==> config.mk <==
export PLATFORM = sky130hd
export DESIGN_NAME = bundle_dispatch
export DESIGN_NICKNAME = d
export VERILOG_FILES = /design/src/rtl/bdisp_pkg.sv /design/src/rtl/bdisp_fifo.sv /design/src/rtl/bdisp_predfile.sv /design/src/rtl/bdisp_slot_gate.sv /design/src/rtl/bundle_dispatch.sv
export SDC_FILE = /design/constraint.sdc
export NUM_CORES = 1
export LEC_CHECK = 0
export BUFFER_PORTS_ARGS = -buffer_cell sky130_fd_sc_hd__buf_2
export CORE_UTILIZATION = 41
export DETAILED_ROUTE_END_ITERATION = 12
export HOLD_SLACK_MARGIN = 0.02
export SYNTH_ARGS = -nofsm -noshare
export SYNTH_HDL_FRONTEND = slang
export SYNTH_SLANG_ARGS = --single-unit
==> constraint.sdc <==
create_clock -name clk -period 14.2 [get_ports clk]
set_input_delay 0.71 -clock clk [delete_from_list [all_inputs] [get_ports clk]]
set_output_delay 0.71 -clock clk [all_outputs]
set_load 0.02 [all_outputs]
==> src/rtl/bdisp_pkg.sv <==
`timescale 1ns/1ps
// Shared sizes and types for the bundle issue stage.
// Assumes the packet is exactly NSLOT*SLOT_W + TMPL_W bits wide.
package bdisp_pkg;
    localparam int SLOT_W   = 41;
    localparam int TMPL_W   = 5;
    localparam int NSLOT    = 3;
    localparam int SEL_W    = 6;
    localparam int NPRED    = 1 << SEL_W;
    localparam int BUNDLE_W = NSLOT * SLOT_W + TMPL_W;
    localparam int HINT_W   = TMPL_W - 1;

    typedef logic [SLOT_W-1:0] slot_t;

    // Packed so that the template is bits [4:0] and slot 0 sits just above it.
    typedef struct packed {
        slot_t [NSLOT-1:0]  slot;
        logic [TMPL_W-1:0]  tmpl;
    } bundle_t;
endpackage

==> src/rtl/bdisp_fifo.sv <==
`timescale 1ns/1ps
// Circular packet buffer. It accepts one packet per cycle and retires
// 0..WIN packets per cycle from the head.
// Exposes the oldest WIN entries as a window.
// Assumes pop_n never exceeds the current count and WIN <= DEPTH.
module bdisp_fifo
    import bdisp_pkg::*;
#(
    parameter int DEPTH = 4,
    parameter int WIN   = 2,
    localparam int PW   = (DEPTH > 1) ? $clog2(DEPTH) : 1,
    localparam int CW   = $clog2(DEPTH + 1),
    localparam int NW   = $clog2(WIN + 1)
) (
    input  logic                clk,
    input  logic                rst_n,
    input  logic                push_valid,
    input  bundle_t             push_data,
    output logic                push_ready,
    input  logic [NW-1:0]       pop_n,
    output bundle_t [WIN-1:0]   win_o,
    output logic [CW-1:0]       count_o
);
    bundle_t        mem [DEPTH];
    logic [PW-1:0]  head;
    logic [CW-1:0]  count;
    logic           push;

    // Wrap-around addition of an offset to a buffer index.
    function automatic logic [PW-1:0] wrap(input logic [PW-1:0] a, input int unsigned off);
        int unsigned s;
        s = int'(a) + off;
        if (s >= DEPTH) s = s - DEPTH;
        return PW'(s);
    endfunction

    assign push_ready = (count < CW'(DEPTH));
    assign push       = push_valid && push_ready;
    assign count_o    = count;

    // Present the oldest WIN entries to the issue logic.
    for (genvar w = 0; w < WIN; w++) begin : g_win
        assign win_o[w] = mem[wrap(head, w)];
    end

    // Store a packet at the tail when one is accepted.
    always_ff @(posedge clk) begin
        if (push) mem[wrap(head, int'(count))] <= push_data;
    end

    // Advance the head and track occupancy.
    always_ff @(posedge clk) begin
        if (!rst_n) begin
            head  <= '0;
            count <= '0;
        end else begin
            head  <= wrap(head, int'(pop_n));
            count <= count + CW'(push) - CW'(pop_n);
        end
    end

    // a full buffer never signals room.
    a_r6_full_blocks: assert property (@(posedge clk) disable iff (!rst_n)
        (count == CW'(DEPTH)) |-> !push_ready);

    // occupancy stays within capacity.
    a_r6_within_depth: assert property (@(posedge clk) disable iff (!rst_n)
        count <= CW'(DEPTH));
endmodule

==> src/rtl/bdisp_predfile.sv <==
`timescale 1ns/1ps
// One-bit predicate register file with NPW write ports and a full parallel
// read vector. Entry 0 is fixed true. A higher-numbered port wins a collision.
// Assumes writes land at the clock edge and readers see the pre-edge value.
module bdisp_predfile
    import bdisp_pkg::*;
#(
    parameter int NPW = 2
) (
    input  logic                  clk,
    input  logic                  rst_n,
    input  logic [NPW-1:0]        pw_en,
    input  logic [NPW*SEL_W-1:0]  pw_idx,
    input  logic [NPW-1:0]        pw_val,
    output logic [NPRED-1:0]      pred_o
);
    logic [NPRED-1:1] regs;
    logic [SEL_W-1:0] last_idx;

    assign pred_o   = {regs, 1'b1};
    assign last_idx = pw_idx[(NPW-1)*SEL_W +: SEL_W];

    // Apply the write ports in order so the last port takes priority.
    always_ff @(posedge clk) begin
        if (!rst_n) begin
            regs <= '0;
        end else begin
            for (int p = 0; p < NPW; p++) begin
                if (pw_en[p] && (pw_idx[p*SEL_W +: SEL_W] != '0))
                    regs[pw_idx[p*SEL_W +: SEL_W]] <= pw_val[p];
            end
        end
    end

    // the highest port's write is visible after the edge.
    a_r9_last_port_lands: assert property (@(posedge clk) disable iff (!rst_n)
        (pw_en[NPW-1] && last_idx != '0) |=> pred_o[$past(last_idx)] == $past(pw_val[NPW-1]));
endmodule

==> src/rtl/bdisp_slot_gate.sv <==
`timescale 1ns/1ps
// Splits one packet position into slot valid and predicate-enable flags.
// Each slot looks up the predicate named by its low SEL_W bits.
// Assumes pred_i carries the register values from before this edge.
module bdisp_slot_gate
    import bdisp_pkg::*;
(
    input  bundle_t             bnd_i,
    input  logic                bv_i,
    input  logic [NPRED-1:0]    pred_i,
    output logic [NSLOT-1:0]    sv_o,
    output logic [NSLOT-1:0]    pen_o
);
    for (genvar s = 0; s < NSLOT; s++) begin : g_slot
        logic [SEL_W-1:0] sel;
        assign sel      = bnd_i.slot[s][SEL_W-1:0];
        assign sv_o[s]  = bv_i;
        assign pen_o[s] = bv_i && pred_i[sel];
    end
endmodule

==> src/rtl/bundle_dispatch.sv <==
`timescale 1ns/1ps
// In-order, predicated issue stage. Buffers fetched packets and issues up to
// ISSUE_B of them per clock. A later packet joins only while every earlier
// packet in the window has a clear end-of-group bit.
// Assumes ISSUE_B <= DEPTH and that downstream takes every issued lane.
module bundle_dispatch
    import bdisp_pkg::*;
#(
    parameter int DEPTH   = 4,
    parameter int ISSUE_B = 2,
    parameter int NPW     = 2,
    localparam int NLANE  = ISSUE_B * NSLOT,
    localparam int CW     = $clog2(DEPTH + 1),
    localparam int NW     = $clog2(ISSUE_B + 1)
) (
    input  logic                        clk,
    input  logic                        rst_n,
    input  logic                        stall,
    input  logic                        in_valid,
    input  logic [BUNDLE_W-1:0]         in_bundle,
    output logic                        in_ready,
    input  logic [NPW-1:0]              pw_en,
    input  logic [NPW*SEL_W-1:0]        pw_idx,
    input  logic [NPW-1:0]              pw_val,
    output logic [NLANE-1:0]            iss_valid,
    output logic [NLANE-1:0]            iss_pen,
    output logic [NLANE*SLOT_W-1:0]     iss_slot,
    output logic [ISSUE_B*HINT_W-1:0]   iss_hint,
    output logic [ISSUE_B-1:0]          iss_stop
);
    bundle_t [ISSUE_B-1:0]  win;
    logic [CW-1:0]          count;
    logic [ISSUE_B:0]       chain;
    logic [ISSUE_B-1:0]     bv;
    logic [NW-1:0]          pop_n;
    logic [NPRED-1:0]       pred;

    bdisp_fifo #(.DEPTH(DEPTH), .WIN(ISSUE_B)) u_fifo (
        .clk        (clk),
        .rst_n      (rst_n),
        .push_valid (in_valid),
        .push_data  (bundle_t'(in_bundle)),
        .push_ready (in_ready),
        .pop_n      (pop_n),
        .win_o      (win),
        .count_o    (count)
    );

    bdisp_predfile #(.NPW(NPW)) u_pred (
        .clk    (clk),
        .rst_n  (rst_n),
        .pw_en  (pw_en),
        .pw_idx (pw_idx),
        .pw_val (pw_val),
        .pred_o (pred)
    );

    assign chain[0] = 1'b1;

    for (genvar b = 0; b < ISSUE_B; b++) begin : g_pos
        // A position issues if it is occupied and all earlier positions chain on.
        assign chain[b+1] = chain[b] && !win[b].tmpl[0];
        assign bv[b]      = !stall && (count > CW'(b)) && chain[b];

        bdisp_slot_gate u_gate (
            .bnd_i  (win[b]),
            .bv_i   (bv[b]),
            .pred_i (pred),
            .sv_o   (iss_valid[b*NSLOT +: NSLOT]),
            .pen_o  (iss_pen[b*NSLOT +: NSLOT])
        );

        for (genvar s = 0; s < NSLOT; s++) begin : g_lane
            assign iss_slot[(b*NSLOT + s)*SLOT_W +: SLOT_W] = win[b].slot[s];
        end

        assign iss_hint[b*HINT_W +: HINT_W] = win[b].tmpl[TMPL_W-1:1];
        assign iss_stop[b] = bv[b] && win[b].tmpl[0];
    end

    assign pop_n = NW'($countones(bv));

    // nothing issues while stalled.
    a_r5_stall_quiet: assert property (@(posedge clk) disable iff (!rst_n)
        stall |-> (iss_valid == '0));

    // the head packet is held across a stalled cycle.
    a_r5_head_held: assert property (@(posedge clk) disable iff (!rst_n)
        (stall && count != '0) |=> (win[0] == $past(win[0])));

    // a second packet only rides along behind an open group.
    a_r4_second_chains: assert property (@(posedge clk) disable iff (!rst_n)
        iss_valid[NSLOT] |-> (iss_valid[0] && !iss_stop[0]));

    // a squashed lane is never enabled.
    a_r7_pen_needs_valid: assert property (@(posedge clk) disable iff (!rst_n)
        (iss_pen & ~iss_valid) == '0);
endmodule

# After elaboration in Yosys (flattened, before gate mapping)
# Memories as Yosys holds them, arrays and structs flattened.
# Cells that the tools add are included.
# totals
regBits	68
mem_bits_rw	512
input_bits	148
output_inout_bits	269
wordCells	79
memories	1
# mem_list
memory	depth	width	read_ports	rd_clocked_by_memory_dff	write_ports	line_no	source
u_fifo.mem	4	128	2	0	1	bdisp_fifo.sv:24	bundle_t mem [DEPTH];
# op_classes
add_sub_neg	10
order_cmp	17
n_mux	28
reduce_logical	20
# op_table
operator	count
$mux 63	3
$bwmux 63	2
$lt 6x7->1 const B	8
$bmux 1 s6	6
$logic_and 1x1->1	16
$demux 1 s6	2
$ge 6x1->1 const B	2
$reduce_bool 6->1	2
$mux 1	10
$mux 2	5
$sub 2x1->2 const B	4
$ge 3x3->1 const B	2
$gt 3x1->1 const B	2
$add 2x3->4	1
$ge 4x3->1 const B	1
$add 2x1->3 const B	1
$add 2x2->3	1
$add 3x1->3	1
$ge 2x3->1 const B	1
$lt 3x3->1 const B	1
$sub 3x2->3	1
$add 1x1->2	1
$logic_not 1->1	2

# Depth between registers and ports, before layout
# Gate-level depths: netlist of run 1.
# logic_depth
depth_word	9
mapped_depth	16
depth_no_buf	12

# Cells and area by module
# A second synthesis of run 1 with hierarchy kept.
# hier_totals
hier_cells	1524
hier_area_um2	29313.1
# by_module_without_submodules
module	instances	cells_per_inst	area_per_inst_um2	seq_area_each_um2
bdisp_fifo	1	856	21992.3	15474.8
bdisp_predfile	1	386	3885.0	1261.2
bdisp_slot_gate	2	136	1689.1	0.0
bundle_dispatch	1	10	57.6	0.0

# Worst setup path before layout of run 1
# Ideal clock, no wire load.
# synth_path
path_kind	register to register
startpoint	register u_fifo.head[1]
endpoint	memory u_fifo.mem[0][0] (netlist bit), enable pin
setup_ns	0.772
arrival_time_ns	10.347
required_time_ns	13.428
path_slack_ns	3.081
path_stages_with_launch	9
path_buffers	6
period_less_slack_ns	11.119
path_cell_list	dfxtp_1 -> buf_4 -> buf_2 -> buf_4 -> buf_2 -> buf_2 -> buf_2 -> xnor2_1 -> nor3_1
# synth_via
elab_chain_cells	4
elab_cells_between_ends	5
classes_between	add/sub (2); order compare (1); mux (2)
# synth_lines
element	line_no	source
from (decl)	bdisp_fifo.sv:25	logic [PW-1:0] head;
from (signal assigned)	bdisp_fifo.sv:57	head <= wrap(head, int'(pop_n));
$add 2x3->4 *	bdisp_fifo.sv:32	s = int'(a) + off;
$ge 4x3->1 or $sub 2x1->2 (tied branches)	bdisp_fifo.sv:33	if (s >= DEPTH) s = s - DEPTH;
$mux 2 *	bdisp_fifo.sv:33	
$mux 2 *	bdisp_fifo.sv:48	if (push) mem[wrap(head, int'(count))] <= push_data;
to (decl)	bdisp_fifo.sv:24	
# Mark *: on every way between the ends. The rest lies on a longest branch, timed or not. The select of a mux whose other input is x is not followed.

# Worst setup path after layout of run 1
# layout_path
startpoint	register u_fifo.head[1]
endpoint	output iss_pen[1]
# layout_via
elab_chain_cells	6
elab_cells_between_ends	7
classes_between	add/sub (1); order compare (1); mux (3); reduce/logical (1); memory (1)
# layout_lines
element	line_no	source
$ge 2x3->1 or $sub 2x1->2 (tied branches)	bdisp_fifo.sv:33	
$mux 2 *	bdisp_fifo.sv:33	
$mem_v2 4x128 *	n/a	
$bmux 1 s6 *	bdisp_slot_gate.sv:18	assign pen_o[s] = bv_i && pred_i[sel];
$mux 1 (not written as such) *	bdisp_slot_gate.sv:18	
$logic_and 1x1->1 *	bdisp_slot_gate.sv:18	
to (decl)	bundle_dispatch.sv:26	output logic [NLANE-1:0] iss_pen,
# Marks and branches as above.

==> results of run 1 <==
==> metal layers <==
layer,part of all wire (%),vias up,global-route usage (%)
li1,-,8194,-
met1,38,9741,27.0
met2,50,700,38.1
met3,8.1,189,6.63
met4,3.6,20,8.90
met5,0.14,-,0
==> metrics by stage <==
| step | worst slack (ps) | hold WS [ps] | cell area [sq um] | std cells |
|---|---|---|---|---|
| floorplan | 3080 | 519 | 29300 | 1814 |
| global placement | 9000 | 577 | 31900 | 3052 |
| detailed placement | 8920 | 618 | 31900 | 3052 |
| CTS | 8250 | 251 | 34000 | 3168 |
| global route | 7930 | 274 | 34000 | 3170 |
| finish | 8380 | 297 | 34000 | 3174 |
==> layout make-up <==
cell class / instances / area [sq um] / area share [%]
Inverter: 16 / 60.1 / 0.177
Sequential cell: 580 / 16700 / 49.2
Timing Repair Buffer: 434 / 2240 / 6.59
Clock inverter: 33 / 302 / 0.887
Antenna cell: 6 / 15.0 / 0.0441
Tap cell: 940 / 1180 / 3.46
Clock buffer: 83 / 1780 / 5.23
Multi-Input combinational cell: 1082 / 11700 / 34.4
==> worst max path at each step <==
stage,cells after the start,slack [ps],to,start
2_1_floorplan,8,3080,u_fifo.mem[0][0]$_DFFE_PP_,u_fifo.head[1]$_SDFF_PN0_
3_3_place_gp,8,9000,iss_pen[4],u_fifo.head[1]$_SDFF_PN0_
3_5_place_dp,8,8920,iss_pen[1],u_fifo.head[1]$_SDFF_PN0_
4_1_cts,8,8250,iss_pen[1],u_fifo.head[1]$_SDFF_PN0_
5_1_grt,8,7930,iss_pen[1],u_fifo.head[1]$_SDFF_PN0_
6_report,8,8380,iss_pen[1],u_fifo.head[1]$_SDFF_PN0_
==> critical path: stages, from the launching register on <==
cell      delay, ps
dfxtp_4         960
buf_4           960
mux4_2         1070
mux2i_1         180
a221oi_1        280
o21ai_0         130
a211oi_1        400
a311o_1         230
buf_2           190
==> cells in the final DEF (no fill, tap or decap), types with 14 or more instances in the layout <==
cell	instances
nor2_1	82
clkinv_1	14
mux4_2	248
o21ai_0	21
nand2_1	138
nand2b_1	17
edfxtp_1	512
nor2b_1	18
inv_1	15
mux2i_1	257
a211oi_1	54
dfxtp_1	66
a22oi_1	30
a21oi_1	24
clkbuf_16	68
buf_4	16
nand3_1	14
a311oi_1	15
buf_2	416
==> where the power goes <==
part,internal [mW],switching [mW]
Clock,0.919,0.692
Sequential,2.31,0.201
Combinational,1.28,2.00
Total,4.51,2.89
==> state kept, by name, indices dropped and copies added, names as in the netlist <==
name            flops
u_fifo.mem        512
u_fifo.count_o      3
u_fifo.head         2
u_pred.regs        63
==> kinds of logic (layout without fill, tap and decap cells) <==
| family | count (synthesis) | count (layout) | synth area share (%) |
|---|---|---|---|
| other | 0 | 6 | 0 |
| flip-flops | 580 | 580 | 57.1 |
| buffers and inverters | 152 | 566 | 3.07 |
| adder cells (fa/ha/maj) | 7 | 7 | 0.324 |
| multiplexers | 520 | 520 | 28.5 |
| XOR/XNOR | 7 | 7 | 0.209 |
| AND/OR/NAND/NOR | 336 | 336 | 5.24 |
| AO/OA/AOI/OAI | 212 | 212 | 5.50 |
==> flow_summary.toml, run 1 <==
[worst_hold_path]
min-delay-start = "in_bundle[78]"
min_path_type = "in -> reg"
whs_endpoint = "u_fifo.mem[3][78]$_DFFE_PP_"
holdPathStages = 1

[finish]
postLayoutCoreUtil_pct = 48.3
drive_above_1_share_pct = 36.0
area_growth_syn_to_layout_pct = 16.1
fin_nets = 2336
fillCellCount = 6050

[critical_path]
crit_path_end_kind = "primary output"
worstSetupStartpointType = "flop"
crit_type = "reg -> out"
r2r-start = "u_fifo.head[0]$_SDFF_PN0_"
arrival_ps = 5110
r2r_cells = 13
cp_max_fo = 62
rr_endpoint = "u_fifo.count_o[2]$_SDFF_PN0_"
regToRegSetupSlack_ps = 9640
worstPathRequired_ps = 13490

[timing]
tns_ps = 0
post-route-period-util_pct = 41.0
maxClockFrequency_mhz = 172
slew_headroom_pct = 23.3
skew_ps = 65.9
setup_viol = 0
rsz0062_at_grt = "no"
report.final.slew_viol_count = 0
hold_viol = 0
worst_pin_slew_ps = 1150
fin_crit_ps = 5820

[detailed_routing]
routed_wl_um = 83000
wl_per_cell_um = 26.1
via_per_inst = 5.94
vias = 18844
dr.pass1.iters = 5
drtAntennaViolNets = 0
drtIter0Drc = 1581
post-route-drc-count = 0

[grt]
grt.total_usage_pct = 22.5
grt_max_degree = 133
antenna_found_initial = 15
grt_pass1_wl_um = 124000
grt_pass1_vias = 19386
grt_overflow_total = 0

[floorplanning]
die_w_um = 269
start_util_pct = 41.6
coreArea_sq_um = 70400
dieArea_sq_um = 72500
rows = 97
die_h_um = 269
pin_count = 417

[clocking]
cts_resized = 0
cts-root-buf = "clkbuf_16"
cts_hold_buf = 0
clk_latency_ps = 620
clock_sinks = 580
post_cts_buffers = 0
cts_max_level = 3
cts_buffers = 67
cts_tree = "yes"
cts_buffer_depth = 3
cts.clk_slew.worst_paths_ps = 60

[yosys]
ys_warn_count = 0
yosysTopAreaCellShare_pct = 52.5
synthFlopType = "edfxtp_1"
syn-instance-count = 1814
syn_area_per_cell_sq_um = 16.2
netlist_area_sq_um = 29300
synth_nets = 1969
synth-edff-count = 512
netlist_top_cells_count = "512 x edfxtp_1, 257 x mux2i_1, 246 x mux4_2"
async_flop_share_pct = 0
ys_types = 58
synth.most_common_cell = "edfxtp_1"
ys_seq_elements = 580
yosys-top-cells-area = "edfxtp_1 52%, mux4_2 19%, mux2i_1 8.8%, dfxtp_1 4.6%, nand2_1 1.8%"
yosysTopAreaCell = "edfxtp_1"
yosysSeqAreaShare_pct = 57.1

[pwr]
finalPower_mw = 7.40
peakVddDrop_mv = 0.136
power_density_nw_per_um2 = 218
power_leakage_nw = 11.9

[place]
dp_hpwl_um = 56600
port-buffer-count = 416
gp_congestion = 0.886

[flow_run]
cap_violations = 0

[status]
outcome = "finished, final reports clean"
Power figures use the tool's default switching activity.
==> run 2, diff against run 1 <==
- clock period: 14.2 -> 5.7 ns (I/O delays scaled with it)
==> flow_summary.toml, run 2 (synthesized netlist as in run 1, its figures left out) <==
[grt]
antenna_found_initial = 9
grt_pass1_vias = 19614
grt_overflow_total = 0
grt.total_usage_pct = 22.9
grt_pass1_wl_um = 126000
grt_max_degree = 119

[finish]
area_growth_syn_to_layout_pct = 21.0
drive_above_1_share_pct = 34.2
largest_register = "u_fifo.mem"
final_common_cell = "edfxtp_1"
final_cell_mix = "512 x edfxtp_1, 416 x buf_2, 257 x mux2i_1"
design_area_sq_um = 35500
fin_nets = 2467
finalNonFillerCells = 3302
largest_register_ffs = 512
postLayoutCoreUtil_pct = 50.4

[clocking]
cts_buffer_depth = 3
cts-root-buf = "clkbuf_16"
cts_buffers = 66
post_cts_buffers = 0
clk_latency_ps = 620
cts_tree = "yes"
cts.clk_slew.worst_paths_ps = 60
clock_sinks = 580
cts_max_level = 3

[timing]
fin_hold_ws_ps = 76.1
slew_headroom_pct = 17.9
fin_crit_ps = 4290
post-route-period-util_pct = 75.2
setup_viol = 0
skew_ps = 47.5
worst_slack_ps = 1410
worst_pin_slew_ps = 1230
report.final.slew_viol_count = 0
tns_ps = 0
hold_viol = 0
rsz0062_at_grt = "no"
maxClockFrequency_mhz = 233

[detailed_routing]
dr.pass1.iters = 7
drtIter0Drc = 1737
wl_per_cell_um = 25.6
vias = 19462
post-route-drc-count = 0
via_per_inst = 5.89
routed_wl_um = 84500
drtAntennaViolNets = 0

[floorplanning]
dieArea_sq_um = 72500
rows = 97
pin_count = 417
die_w_um = 269
start_util_pct = 41.6
die_h_um = 269
coreArea_sq_um = 70400

[critical_path]
r2r-start = "u_fifo.head[0]$_SDFF_PN0_"
regToRegSetupSlack_ps = 1890
crit_path_end_kind = "primary output"
cp_max_fo = 51
arrival_ps = 4000
worstPathRequired_ps = 5410
crit_chain = "mux4_1 > nor2b_1 > nand2_1 > o211ai_1 > nand4_1 > a311o_1 > buf_2"
slowest_delay_ps = 980
worstSetupStartpointType = "flop"
critPathLaunch = "u_fifo.head[0]$_SDFF_PN0_"
crit_type = "reg -> out"
critical-path-slowest-cell = "mux4_1"

[worst_hold_path]
min-delay-start = "pw_idx[10]"
min_path_type = "in -> reg"

[flow_run]
cap_violations = 0

[pwr]
peakVddDrop_mv = 0.342
finalPower_mw = 18.8
power_density_nw_per_um2 = 529
power_leakage_nw = 12.5

[place]
port-buffer-count = 416
dpl_cell_area_sq_um = 32000
gp_congestion = 0.973
placedCellCount = 3056
dp_hpwl_um = 57100
pre_cts_slack_ps = 1750

[status]
outcome = "finished, final reports clean"
[run 2: changes by cell type in the layout (fill, tap and decap cells not counted), sizes merged]
cell         delta
buf             +4
inv             +1
bufinv          +3
clkinv          -1
clkbuf          -1
dlygate4sd3   +128
clkinvlp        -2
diode           -4
[run 2: worst max-delay path, delay by kind of cell, from the launching register on]
| family | cells | cell delay [ps] |
|---|---|---|
| compound gates | 2 | 580 |
| buf+inv | 1 | 160 |
| flops | 1 | 820 |
| mux | 1 | 980 |
| simple gates | 3 | 840 |
[run 2: cell type report]
class                      instances  area, sq um
antenna                            2         5.00
timing repair buffer             566         3600
tap                              940         1180
multi-input combinational       1082        11700
clock buffer                      82         1760
clock inverter                    34          393
sequential                       580        16700
fill                            5917        34900
inverter                          16         60.1
[run 2: path summary, 6_finish.rpt]
kind	end	cells past startpoint
setup / recovery	iss_pen[0]	7
hold / removal	u_pred.regs[25]$_SDFF_PN0_	3
setup reg to reg	u_fifo.count_o[2]$_SDFF_PN0_	12
hold reg to reg	u_fifo.count_o[2]$_SDFF_PN0_	3
[run 2: per-layer routing]
layer	part of all wire (%)	global-route usage, %	vias to the layer above
met5	0.092	0	-
met4	5.1	11.5	12
met3	8.6	6.98	227
met2	48	37.1	841
met1	38	27.7	9938
li1	-	-	8444
[run 2: repair_timing]
action                                 4_1_cts  5_1_grt
endpoints found under the hold margin      512        0
resized for setup                            0        0
hold buffers                               128        0
[run 2: power breakdown]
group,total (mW),internal [mW],switching (mW)
registers,6.23,5.74,0.480
logic,8.38,3.29,5.09
clock network,4.15,2.41,1.73
